### config.mk
export PLATFORM = sky130hd
export DESIGN_NAME = calendar_alarm_matcher
export DESIGN_NICKNAME = d
export VERILOG_FILES = /design/src/rtl/cal_alarm_pkg.sv /design/src/rtl/alarm_regfile.sv /design/src/rtl/alarm_match.sv /design/src/rtl/alarm_flag.sv /design/src/rtl/calendar_alarm_matcher.sv
export SDC_FILE = /design/constraint.sdc
export NUM_CORES = 1
export LEC_CHECK = 0
export CORE_ASPECT_RATIO = 1.4
export CORE_MARGIN = 2
export CORE_UTILIZATION = 53
export CTS_CLUSTER_SIZE = 10
export DETAILED_ROUTE_END_ITERATION = 6
export PLACE_DENSITY = 0.82
export SETUP_SLACK_MARGIN = 0.02
export SLEW_MARGIN = 20
export SYNTH_ARGS = -nofsm -noshare
export SYNTH_HDL_FRONTEND = slang
export SYNTH_SLANG_ARGS = --single-unit
### constraint.sdc
create_clock -name clk_i -period 4 [get_ports clk_i]
set_input_delay 0.8 -clock clk_i [delete_from_list [all_inputs] [get_ports clk_i]]
set_output_delay 0.8 -clock clk_i [all_outputs]
set_load 0.02 [all_outputs]
### src/rtl/cal_alarm_pkg.sv
package cal_alarm_pkg;
  localparam int ADDR_W     = 5;
  localparam int DATA_W     = 8;
  localparam int MIN_W      = 7;
  localparam int HOUR_W     = 6;
  localparam int DATE_W     = 6;
  localparam int WDAY_W     = 3;
  localparam int NUM_FIELDS = 4;
  localparam int EN_BIT     = DATA_W - 1;
  localparam int IE_BIT     = 1;
  localparam int FLAG_BIT   = 3;
  localparam logic [ADDR_W-1:0] ADR_CTRL = 5'h00;
  localparam logic [ADDR_W-1:0] ADR_STAT = 5'h01;
  localparam logic [ADDR_W-1:0] ADR_ALM0 = 5'h0A;
  localparam logic [DATA_W-1:0] ALM_RST  = 8'h80;
  typedef logic [NUM_FIELDS-1:0][DATA_W-1:0] fields_t;
endpackage

### src/rtl/alarm_regfile.sv
module alarm_regfile
  import cal_alarm_pkg::*;
(
  input  logic              clk_i,
  input  logic              rst_ni,
  input  logic [ADDR_W-1:0] addr_i,
  input  logic              we_i,
  input  logic [DATA_W-1:0] wdata_i,
  input  logic              flag_i,
  output logic [DATA_W-1:0] rdata_o,
  output fields_t           alm_o,
  output logic              ie_o,
  output logic              clr_o
);
  fields_t alm_q;
  logic    ie_q;

  always_ff @(posedge clk_i or negedge rst_ni) begin
    if (!rst_ni) begin
      for (int i = 0; i < NUM_FIELDS; i++) alm_q[i] <= ALM_RST;
      ie_q <= 1'b0;
    end else if (we_i) begin
      if (addr_i == ADR_CTRL) ie_q <= wdata_i[IE_BIT];
      for (int i = 0; i < NUM_FIELDS; i++)
        if (addr_i == ADDR_W'(int'(ADR_ALM0) + i)) alm_q[i] <= wdata_i;
    end
  end

  assign clr_o = we_i && (addr_i == ADR_STAT) && !wdata_i[FLAG_BIT];

  always_comb begin
    rdata_o = '0;
    if (addr_i == ADR_CTRL) rdata_o[IE_BIT] = ie_q;
    if (addr_i == ADR_STAT) rdata_o[FLAG_BIT] = flag_i;
    for (int i = 0; i < NUM_FIELDS; i++)
      if (addr_i == ADDR_W'(int'(ADR_ALM0) + i)) rdata_o = alm_q[i];
  end

  assign alm_o = alm_q;
  assign ie_o  = ie_q;
endmodule

### src/rtl/alarm_match.sv
module alarm_match
  import cal_alarm_pkg::*;
(
  input  fields_t alm_i,
  input  fields_t cur_i,
  output logic    hit_o
);
  logic [NUM_FIELDS-1:0] en, ok;

  for (genvar i = 0; i < NUM_FIELDS; i++) begin : g_fld
    localparam int W = (i == 0) ? MIN_W : (i == 1) ? HOUR_W :
                       (i == 2) ? DATE_W : WDAY_W;
    assign en[i] = ~alm_i[i][EN_BIT];
    assign ok[i] = ~en[i] | (alm_i[i][W-1:0] == cur_i[i][W-1:0]);
  end

  // at least one field must be enabled
  assign hit_o = (|en) & (&ok);
endmodule

### src/rtl/alarm_flag.sv
module alarm_flag (
  input  logic clk_i,
  input  logic rst_ni,
  input  logic tick_i,
  input  logic hit_i,
  input  logic clr_i,
  output logic flag_o
);
  always_ff @(posedge clk_i or negedge rst_ni) begin
    if (!rst_ni)              flag_o <= 1'b0;
    else if (tick_i && hit_i) flag_o <= 1'b1; // set beats clear
    else if (clr_i)           flag_o <= 1'b0;
  end
endmodule

### src/rtl/calendar_alarm_matcher.sv
module calendar_alarm_matcher
  import cal_alarm_pkg::*;
(
  input  logic              clk_i,
  input  logic              rst_ni,
  input  logic [ADDR_W-1:0] reg_addr_i,
  input  logic              reg_we_i,
  input  logic [DATA_W-1:0] reg_wdata_i,
  output logic [DATA_W-1:0] reg_rdata_o,
  input  logic [MIN_W-1:0]  cur_min_i,
  input  logic [HOUR_W-1:0] cur_hour_i,
  input  logic [DATE_W-1:0] cur_date_i,
  input  logic [WDAY_W-1:0] cur_wday_i,
  input  logic              min_tick_i,
  output logic              irq_no
);
  fields_t alm, cur;
  logic    ie, clr, hit, flag_q;

  assign cur[0] = DATA_W'(cur_min_i);
  assign cur[1] = DATA_W'(cur_hour_i);
  assign cur[2] = DATA_W'(cur_date_i);
  assign cur[3] = DATA_W'(cur_wday_i);

  alarm_regfile u_regs (
    .clk_i(clk_i), .rst_ni(rst_ni), .addr_i(reg_addr_i), .we_i(reg_we_i),
    .wdata_i(reg_wdata_i), .flag_i(flag_q), .rdata_o(reg_rdata_o),
    .alm_o(alm), .ie_o(ie), .clr_o(clr)
  );

  alarm_match u_match (.alm_i(alm), .cur_i(cur), .hit_o(hit));

  alarm_flag u_flag (
    .clk_i(clk_i), .rst_ni(rst_ni), .tick_i(min_tick_i), .hit_i(hit),
    .clr_i(clr), .flag_o(flag_q)
  );

  assign irq_no = ~(flag_q & ie);
endmodule

* Word level (Yosys, flattened, before mapping) *
Cells that the tools add are included.

cells by class
  bitwise logic cells = 11
  mux-type cells = 8
  reductions and logical operators = 13
  eq/ne operators = 9

operators by type and width
  kind                number
  $mux 8              4
  $eq 5x4->1 const B  4
  $eq 6x6->1          2
  $reduce_and 2->1    5
  $eq 7x7->1          1
  $eq 5x1->1 const B  1
  $logic_not 5->1     1
  $not 1->1           5
  $mux 1              4
  $or 1x1->1          4
  $reduce_and 4->1    1
  $reduce_or 4->1     1
  $eq 3x3->1          1
  $logic_and 1x1->1   3
  $and 1x1->1         2
  $reduce_bool 2->1   1
  $logic_not 1->1     1

storage, ports and cells
  word-level logic and storage cells = 47
  register bits = 34
  output and inout port bits = 9
  bits of input ports = 39

* Logic depth before layout (Yosys ltp) *
Gate-level depths: netlist of the first run.

  word-level depth = 6
  mapped depth = 6
  gate-level depth less buffers = 5

* Modules after synthesis *
A second synthesis of the first run with hierarchy kept.

second synthesis, totals
  cell total of the unflattened synthesis = 179
  area total of the unflattened synthesis = 1,998.2 sq um

by module, submodules not included
  module                  seq. area each (sq um)  cells each  area an instance (sq um)  times used
  alarm_regfile           830.8                   141         1,681.6                   1
  alarm_match             0.0                     32          267.8                     1
  alarm_flag              25.0                    4           41.3                      1
  calendar_alarm_matcher  0.0                     2           7.5                       1

* Least setup slack after synthesis of the first run *
OpenSTA, ideal clock, no wires.

  path type = input to output
  from = in reg_addr_i[0]
  to = out reg_rdata_o[3]
  path slack = 1.359 ns
  stages on the path = 5
  required time = 3.200 ns
  path buffers = 2
  arrival = 1.841 ns
  cells stage by stage = buf_6 and4_1 buf_4 a221o_1 a32o_1

on the way
  longest elaborated chain between the ends = 6
  elaborated cells on any way between the ends = 10
  those cells by class = 5 x eq/ne; 5 x mux

RTL lines
  item                 line                         RTL
  start, declared      calendar_alarm_matcher.sv:6  input logic [ADDR_W-1:0] reg_addr_i,
  $eq 5x1->1           alarm_regfile.sv:34          if (addr_i == ADR_STAT) rdata_o[FLAG_BIT] = flag_i;
  $mux 1               alarm_regfile.sv:34
  $mux 8 (3 in a row)  alarm_regfile.sv:36          if (addr_i == ADDR_W'(int'(ADR_ALM0) + i)) rdata_o = alm_q[i];
  $mux 8 (*)           alarm_regfile.sv:36
  end, declared        calendar_alarm_matcher.sv:9  output logic [DATA_W-1:0] reg_rdata_o,

Mark *: on every way between the ends. The rest lies on a longest branch, timed or not.

* Final worst setup path of the first run *
  from = in reg_addr_i[2]
  to = out reg_rdata_o[0]

on the way
  longest elaborated chain between the ends = 5
  elaborated cells on any way between the ends = 8
  those cells by class = 4 x eq/ne; 4 x mux

RTL lines
  item                 line
  $eq 5x4->1           alarm_regfile.sv:36
  $mux 8 (3 in a row)  alarm_regfile.sv:36
  $mux 8 (*)           alarm_regfile.sv:36

Marks and branches as above.

==> flow_summary_export.csv, run 1 <==
group,metric,value,unit
run_status,status,"finished clean",
setup_path,crit_chain,"clkdlybuf4s50_1, nor2_1, and4_1, a22oi_1, a21oi_1, clkdlybuf4s50_1",
yosys,seq_area_frac_synth,44.7,%
setup_path,crit_path_end_kind,"primary output",
setup_path,reg2regPathDepth,5,
grt,grt_pass1_vias,1601,
placement,dp_hpwl,3670,µm
route,wl_met3,281,µm
yosys,synthFlopType,"dfrtp_1",
grt,grt_max_degree,35,
finish,syn2layout_area_growth,31.0,%
route,highest_layer,"met4",
timing,finalCritPeriodShare,95.8,%
setup_path,critPathSlowestCell,"clkdlybuf4s50_1",
yosys,synth.avg_cell_area,12.2,µm²
route,ant_nets,0,
setup_path,cp_max_fo,9,
clock_tree,cts.clk_slew.worst_paths,0.07,ns
yosys,synth-seq-cells,34,
route,wirelength,4920,µm
grt,grt_util_all_layers,27.2,%
grt,antenna_found_initial,0,
route,drt_first_pass_iters,4,
finish,utilization,73.6,%
timing,finalHoldViolCount,0,
power_and_ir_drop,power_density,388,mW/mm²
timing,period_needed,3.83,ns
route,met1_length,1870,µm
clock_tree,cts.sinks,34,
yosys,syn_inst,157,
setup_path,path_class,"in2out",
timing,tightest_slew,0.485,ns
clock_tree,cts_setup_buffers,0,
worst_hold_path,hp-start,"u_regs.alm_o[14]$_DFFE_PN0P_",
route,drc,0,
setup_path,crit_required,3.20,ns
clock_tree,cts_buffer_depth,2,
floorplan,start_util,56.2,%
yosys,syn_area,0.00192,mm²
power_and_ir_drop,leakagePower,1.09,nW
grt,grt_overflow_total,0,
timing,fin_hold_ws,0.515,ns
timing,slew_headroom,67.7,%
floorplan,row_count,25,
floorplan,die_area,0.00412,mm²
floorplan,die_h,75.1,µm
route,via_count,1476,
clock_tree,numCtsBuffers,5,
setup_path,worstSetupStartpointType,"input port",
grt,grt_pass1_wl,7800,µm
clock_tree,cts-resized-gates,0,
setup_path,critPathMostFrequentCell,"clkdlybuf4s50_1",
placement,place_area,0.00242,mm²
yosys,async_flop_share,100,%
yosys,synthDistinctLibCells,36,
route,wl_met2,2620,µm
floorplan,core,0.00341,mm²
floorplan,die_width,54.8,µm
timing,skew,0.00520,ns
power_and_ir_drop,ir_worst_vdd,259,µV
setup_path,r2r-start,"u_regs.alm_o[3]$_DFFE_PN0P_",
finish,num_antenna_cells,0,
timing,setup-violations-final,0,
setup_path,crit_path_max_incr_delay,0.64,ns
worst_hold_path,whs_endpoint,"u_regs.alm_o[14]$_DFFE_PN0P_",
clock_tree,cts_hold_buf,0,
setup_path,r2r_slack,2.68,ns
finish,final_area,0.00251,mm²
setup_path,worstReg2RegEnd,"u_flag.flag_o$_DFFE_PN0P_",
clock_tree,clock_latency,0.28,ns
timing,rsz0062_at_grt,"no",
yosys,synth_nets,196,
clock_tree,root_buffer,"clkbuf_8",
worst_hold_path,whs_path_depth,1,
route,wl_per_cell,19.8,µm
route,via_per_inst,5.93,
flow_run,drv_cap,0,
route,initialDrtViolationCount,40,
finish,drive_above_1_share,26.3,%
clock_tree,cts_tree,"built",
finish,final_net_count,247,
floorplan,ios,48,
yosys,synth_edf_count,0,
placement,gp_congestion,0.861,
timing,finalMaxSlewViolations,0,
yosys,yosysWarningCount,0,
clock_tree,htree_levels,2,
timing,setup_tns,0,ns
setup_path,cp.arrival,3.03,ns
worst_hold_path,hp-class,"reg2reg",
placement,io_buffers,47,
timing,timing.fmax,261,MHz
-- placed cells by master (no fill, tap or decap), drive strengths merged --
master,count
and3,1
xnor2,15
nor3,2
a221o,2
inv,1
buf,4
nand3,5
nand4,3
mux2i,3
nor2,5
nor4,1
nor2b,2
nand2,9
dfrtp,30
and4bb,1
o21ai,5
a41oi,1
xor2,7
a22oi,3
clkbuf,7
a2111oi,1
and4,1
o211ai,1
nand2b,1
a221oi,3
a32o,1
a31oi,1
o22ai,1
clkinv,1
mux2,35
clkdlybuf4s50,47
a21oi,5
dfstp,4
-- worst max-delay path: cells and delay by family --
family / cells / cell delay (ns)
AO/OA/AOI/OAI: 2 / 0.37
buffers and inverters: 2 / 1.10
AND/OR/NAND/NOR: 2 / 0.77
-- power by group --
part / switching, mW / internal [mW] / leakage, nW
Clock: 0.122 / 0.139 / 0.0482
Combinational: 0.0890 / 0.146 / 0.615
Sequential: 0.0617 / 0.417 / 0.426
Total: 0.272 / 0.702 / 1.09
-- cells by family (layout without fill, tap and decap cells) --
kind of cell / count (synthesis) / after routing / share of synthesized area, %
XOR/XNOR: 22 / 22 / 10.1
AO/OA/AOI/OAI: 24 / 24 / 8.69
multiplexers: 38 / 38 / 23.7
AND/OR/NAND/NOR: 31 / 31 / 10.1
flip-flops: 34 / 34 / 44.7
buffers and inverters: 8 / 60 / 2.74
-- routing by layer --
metal | GRT usage [%] | vias to the layer above
met5 | 0 | -
met4 | 12.5 | 0
met3 | 5.56 | 15
met2 | 45.1 | 65
met1 | 33.1 | 723
li1 | - | 673
-- stage by stage --
step	std cells	setup slack [ns]	power (mW)
after CTS	249	0.217	0.979
after global placement	241	0.302	0.704
final	249	0.166	0.974
after detailed placement	241	0.242	0.718
after floorplan	157	1.36	0.614
after global routing	249	0.0642	1.02
-- registers in the layout, indices dropped and copies added, names as in the netlist --
register       flops
u_regs.ie_o        1
u_regs.alm_o      32
u_flag.flag_o      1
-- worst max-delay path by stage --
stage | endpoint | startpoint
3_5_place_dp | reg_rdata_o[3] | reg_addr_i[2]
4_1_cts | reg_rdata_o[0] | reg_addr_i[0]
6_report | reg_rdata_o[0] | reg_addr_i[2]
5_1_grt | reg_rdata_o[0] | reg_addr_i[0]
3_3_place_gp | reg_rdata_o[3] | reg_addr_i[2]
2_1_floorplan | reg_rdata_o[3] | reg_addr_i[0]
-- Yosys cell counts (2+ instances only) --
cell / number / area (µm²)
buf_2: 3 / 15.0
nor3_1: 2 / 10.0
nand2_1: 6 / 22.5
a22oi_1: 3 / 22.5
nor2_1: 5 / 18.8
buf_4: 3 / 22.5
nand3_1: 4 / 20.0
mux2_2: 27 / 304
a221oi_1: 3 / 26.3
xor2_1: 7 / 61.3
mux2_4: 8 / 120
mux2i_1: 3 / 30.0
a21oi_1: 5 / 25.0
o21ai_0: 5 / 25.0
nand4_1: 3 / 18.8
nand2_4: 3 / 33.8
dfstp_2: 4 / 105
dfrtp_1: 30 / 751
a221o_1: 2 / 20.0
xnor2_1: 15 / 131
-- area by class of cell --
class	count	area [µm²]
well taps	40	50.0
fillers	264	901
repair buffers	51	500
clock inverters	1	5.00
inverters	1	3.75
clock buffers	7	86.3
flip-flops and latches	34	856
multi-input cells	115	1010
Note: power is estimated with default switching activity, not from simulation.
==> inputs of run 2 (changes only) <==
--- a/config.mk
+++ b/config.mk
@@ -5,10 +5,10 @@
 export SDC_FILE = /design/constraint.sdc
 export NUM_CORES = 1
 export LEC_CHECK = 0
+export ABC_AREA = 1
 export CORE_ASPECT_RATIO = 1.4
 export CORE_MARGIN = 2
-export CORE_UTILIZATION = 53
-export CTS_CLUSTER_SIZE = 10
+export CORE_UTILIZATION = 54
 export DETAILED_ROUTE_END_ITERATION = 6
 export PLACE_DENSITY = 0.82
 export SETUP_SLACK_MARGIN = 0.02
==> run 2 against run 1 <==
- flip-flop and latch count unchanged
- synthesized cell count up 69%
- first-iteration DRC count increased to 3.9 times the previous value
- sequential share of layout area decreased by 2.2 points
==> flow_summary_export.csv, run 2 <==
group,metric,value,unit
setup_path,critPathMostFrequentCell,"nand2_1",
yosys,syn_inst,266,
placement,dp_hpwl,3630,µm
finish,utilization,72.2,%
timing,tightest_slew,0.457,ns
grt,grt_max_degree,35,
power_and_ir_drop,power_density,369,mW/mm²
timing,finalCritPeriodShare,87.8,%
run_status,status,"finished clean",
route,wirelength,4800,µm
setup_path,crit_buf_inv,3,
yosys,synth_edf_count,0,
placement,placed_cells,352,
timing,slew_headroom,69.4,%
floorplan,ios,48,
route,via_per_inst,4.95,
clock_tree,cts_tree,"built",
clock_tree,cts_hold_buf,0,
clock_tree,root_buffer,"clkbuf_8",
yosys,synthFlopType,"dfrtp_1",
floorplan,row_count,26,
finish,drive_above_1_share,17.9,%
setup_path,cp_top_family,"buffers and inverters",
timing,period_needed,3.51,ns
timing,rsz0062_at_grt,"no",
floorplan,die_area,0.00442,mm²
placement,gp_congestion,0.854,
finish,final_cell_mix,"nand2_1 (92), clkdlybuf4s50_1 (47), inv_1 (35)",
clock_tree,htree_levels,2,
power_and_ir_drop,ir_worst_vdd,310,µV
setup_path,cp_max_fo,4,
placement,pre_cts_ws,0.515,ns
setup_path,critPathSlowestCell,"clkdlybuf4s50_1",
finish,syn2layout_area_growth,27.4,%
floorplan,core,0.00371,mm²
timing,setup_slack,0.488,ns
route,drt_first_pass_iters,4,
yosys,async_flop_share,100,%
yosys,synth.largest_area_cell,"dfrtp_1",
worst_hold_path,hp-start,"u_regs.alm_o[15]$_DFFE_PN1P_",
timing,timing.fmax,285,MHz
floorplan,die_width,56.7,µm
timing,setup_tns,0,ns
finish,largest_register_ffs,32,
power_and_ir_drop,leakagePower,1.28,nW
yosys,synth.most_common_cell,"nand2_1",
setup_path,cp-startpoint,"reg_addr_i[0]",
grt,antenna_found_initial,0,
clock_tree,cts-resized-gates,0,
yosys,synth-seq-cells,34,
timing,skew,0.00201,ns
setup_path,r2r-start,"u_regs.alm_o[21]$_DFFE_PN0P_",
flow_run,drv_cap,0,
route,via_count,1783,
timing,finalHoldViolCount,0,
floorplan,die_h,77.8,µm
finish,fill_cells,314,
timing,setup-violations-final,0,
finish,num_antenna_cells,0,
clock_tree,cts_buffer_depth,2,
setup_path,crit_path_end_kind,"primary output",
clock_tree,clock_latency,0.29,ns
route,drc,0,
setup_path,crit_chain,"clkdlybuf4s50_1, inv_2, nand2_1, nor2_1, nand2_1, nand2_1, a21oi_1, o211ai_1, clkdlybuf4s50_1",
yosys,synth_nets,305,
clock_tree,numCtsBuffers,5,
clock_tree,cts.clk_slew.worst_paths,0.07,ns
placement,io_buffers,47,
yosys,yosysTopAreaCellShare,35.7,%
timing,fin_hold_ws,0.487,ns
yosys,seq_area_frac_synth,40.7,%
yosys,yosysWarningCount,0,
yosys,netlist_top_cells_area,"dfrtp_1 (36%), nand2_1 (16%), o21ai_2 (12%)",
timing,finalMaxSlewViolations,0,
yosys,synth_commonest_cells,"nand2_1 (92), inv_1 (35), dfrtp_1 (30), o21ai_2 (28), nor2_1 (16)",
finish,finalNonFillerCells,360,
yosys,syn_area,0.00210,mm²
finish,mostFrequentLayoutCell,"nand2_1",
route,ant_nets,0,
grt,grt_util_all_layers,24.4,%
worst_hold_path,hp-class,"reg2reg",
setup_path,crit_path_max_incr_delay,0.63,ns
setup_path,worstSetupStartpointType,"input port",
finish,final_net_count,356,
clock_tree,cts_setup_buffers,0,
grt,grt_pass1_wl,8120,µm
grt,grt_overflow_total,0,
grt,grt_pass1_vias,1750,
yosys,synthDistinctLibCells,28,
route,initialDrtViolationCount,155,
clock_tree,cts.sinks,34,
setup_path,cp.arrival,2.71,ns
setup_path,path_class,"in2out",
yosys,synth.avg_cell_area,7.91,µm²
setup_path,crit_required,3.20,ns
route,wl_per_cell,13.3,µm
floorplan,start_util,56.7,%
-- run 2: cell type report --
class	count	area, µm²	share of cell area, %
Clock buffer	8	90.1	3.36
Inverter	40	154	5.74
Multi-Input combinational cell	188	1050	39.1
Sequential cell	34	856	31.9
Tap cell	42	52.6	1.96
Timing Repair Buffer	48	478	17.8
-- run 2: stage by stage --
step / power [mW] / cell area, µm²
after floorplan: 0.630 / 2100
after global placement: 0.722 / 2590
after detailed placement: 0.730 / 2590
after CTS: 0.996 / 2680
after global routing: 1.06 / 2680
final: 0.989 / 2680
-- run 2: worst paths after layout --
kind,endpoint,slack [ns],depth (start not counted)
worst max register to register,u_flag.flag_o$_DFFE_PN0P_,2.84,7
worst min-delay path,u_regs.alm_o[15]$_DFFE_PN1P_,0.49,2
max in group asynchronous,u_regs.alm_o[23]$_DFFE_PN1P_,2.75,2
worst max-delay path,reg_rdata_o[1],0.49,9
worst min register to register,u_regs.alm_o[15]$_DFFE_PN1P_,0.49,2
min in group asynchronous,u_regs.alm_o[4]$_DFFE_PN0P_,0.91,2
-- run 2: power by group --
part / leakage [nW] / internal (mW) / switching [mW] / total [mW]
clock: 0.0455 / 0.140 / 0.125 / 0.265
sequential: 0.428 / 0.414 / 0.0542 / 0.468
combinational: 0.812 / 0.125 / 0.131 / 0.256
-- run 2: cell families after synthesis --
kind of cell / after synthesis / synth area share (%)
XOR/XNOR: 11 / 4.58
flip-flops: 34 / 40.7
buffers and inverters: 44 / 9.46
AND/OR/NAND/NOR: 128 / 27.4
AO/OA/AOI/OAI: 49 / 17.9
-- run 2: tightest hold or removal path, stage by stage, from the launching register on --
cell and delay, ns:
dfstp_2 0.37, nand2_1 0.07, o21ai_2 0.05
-- run 2: per-layer routing --
layer,part of all wire [%],GRT usage (%)
met1,42,30.0
met2,50,40.1
met3,4.2,5.33
met4,3.9,12.1
met5,0,0
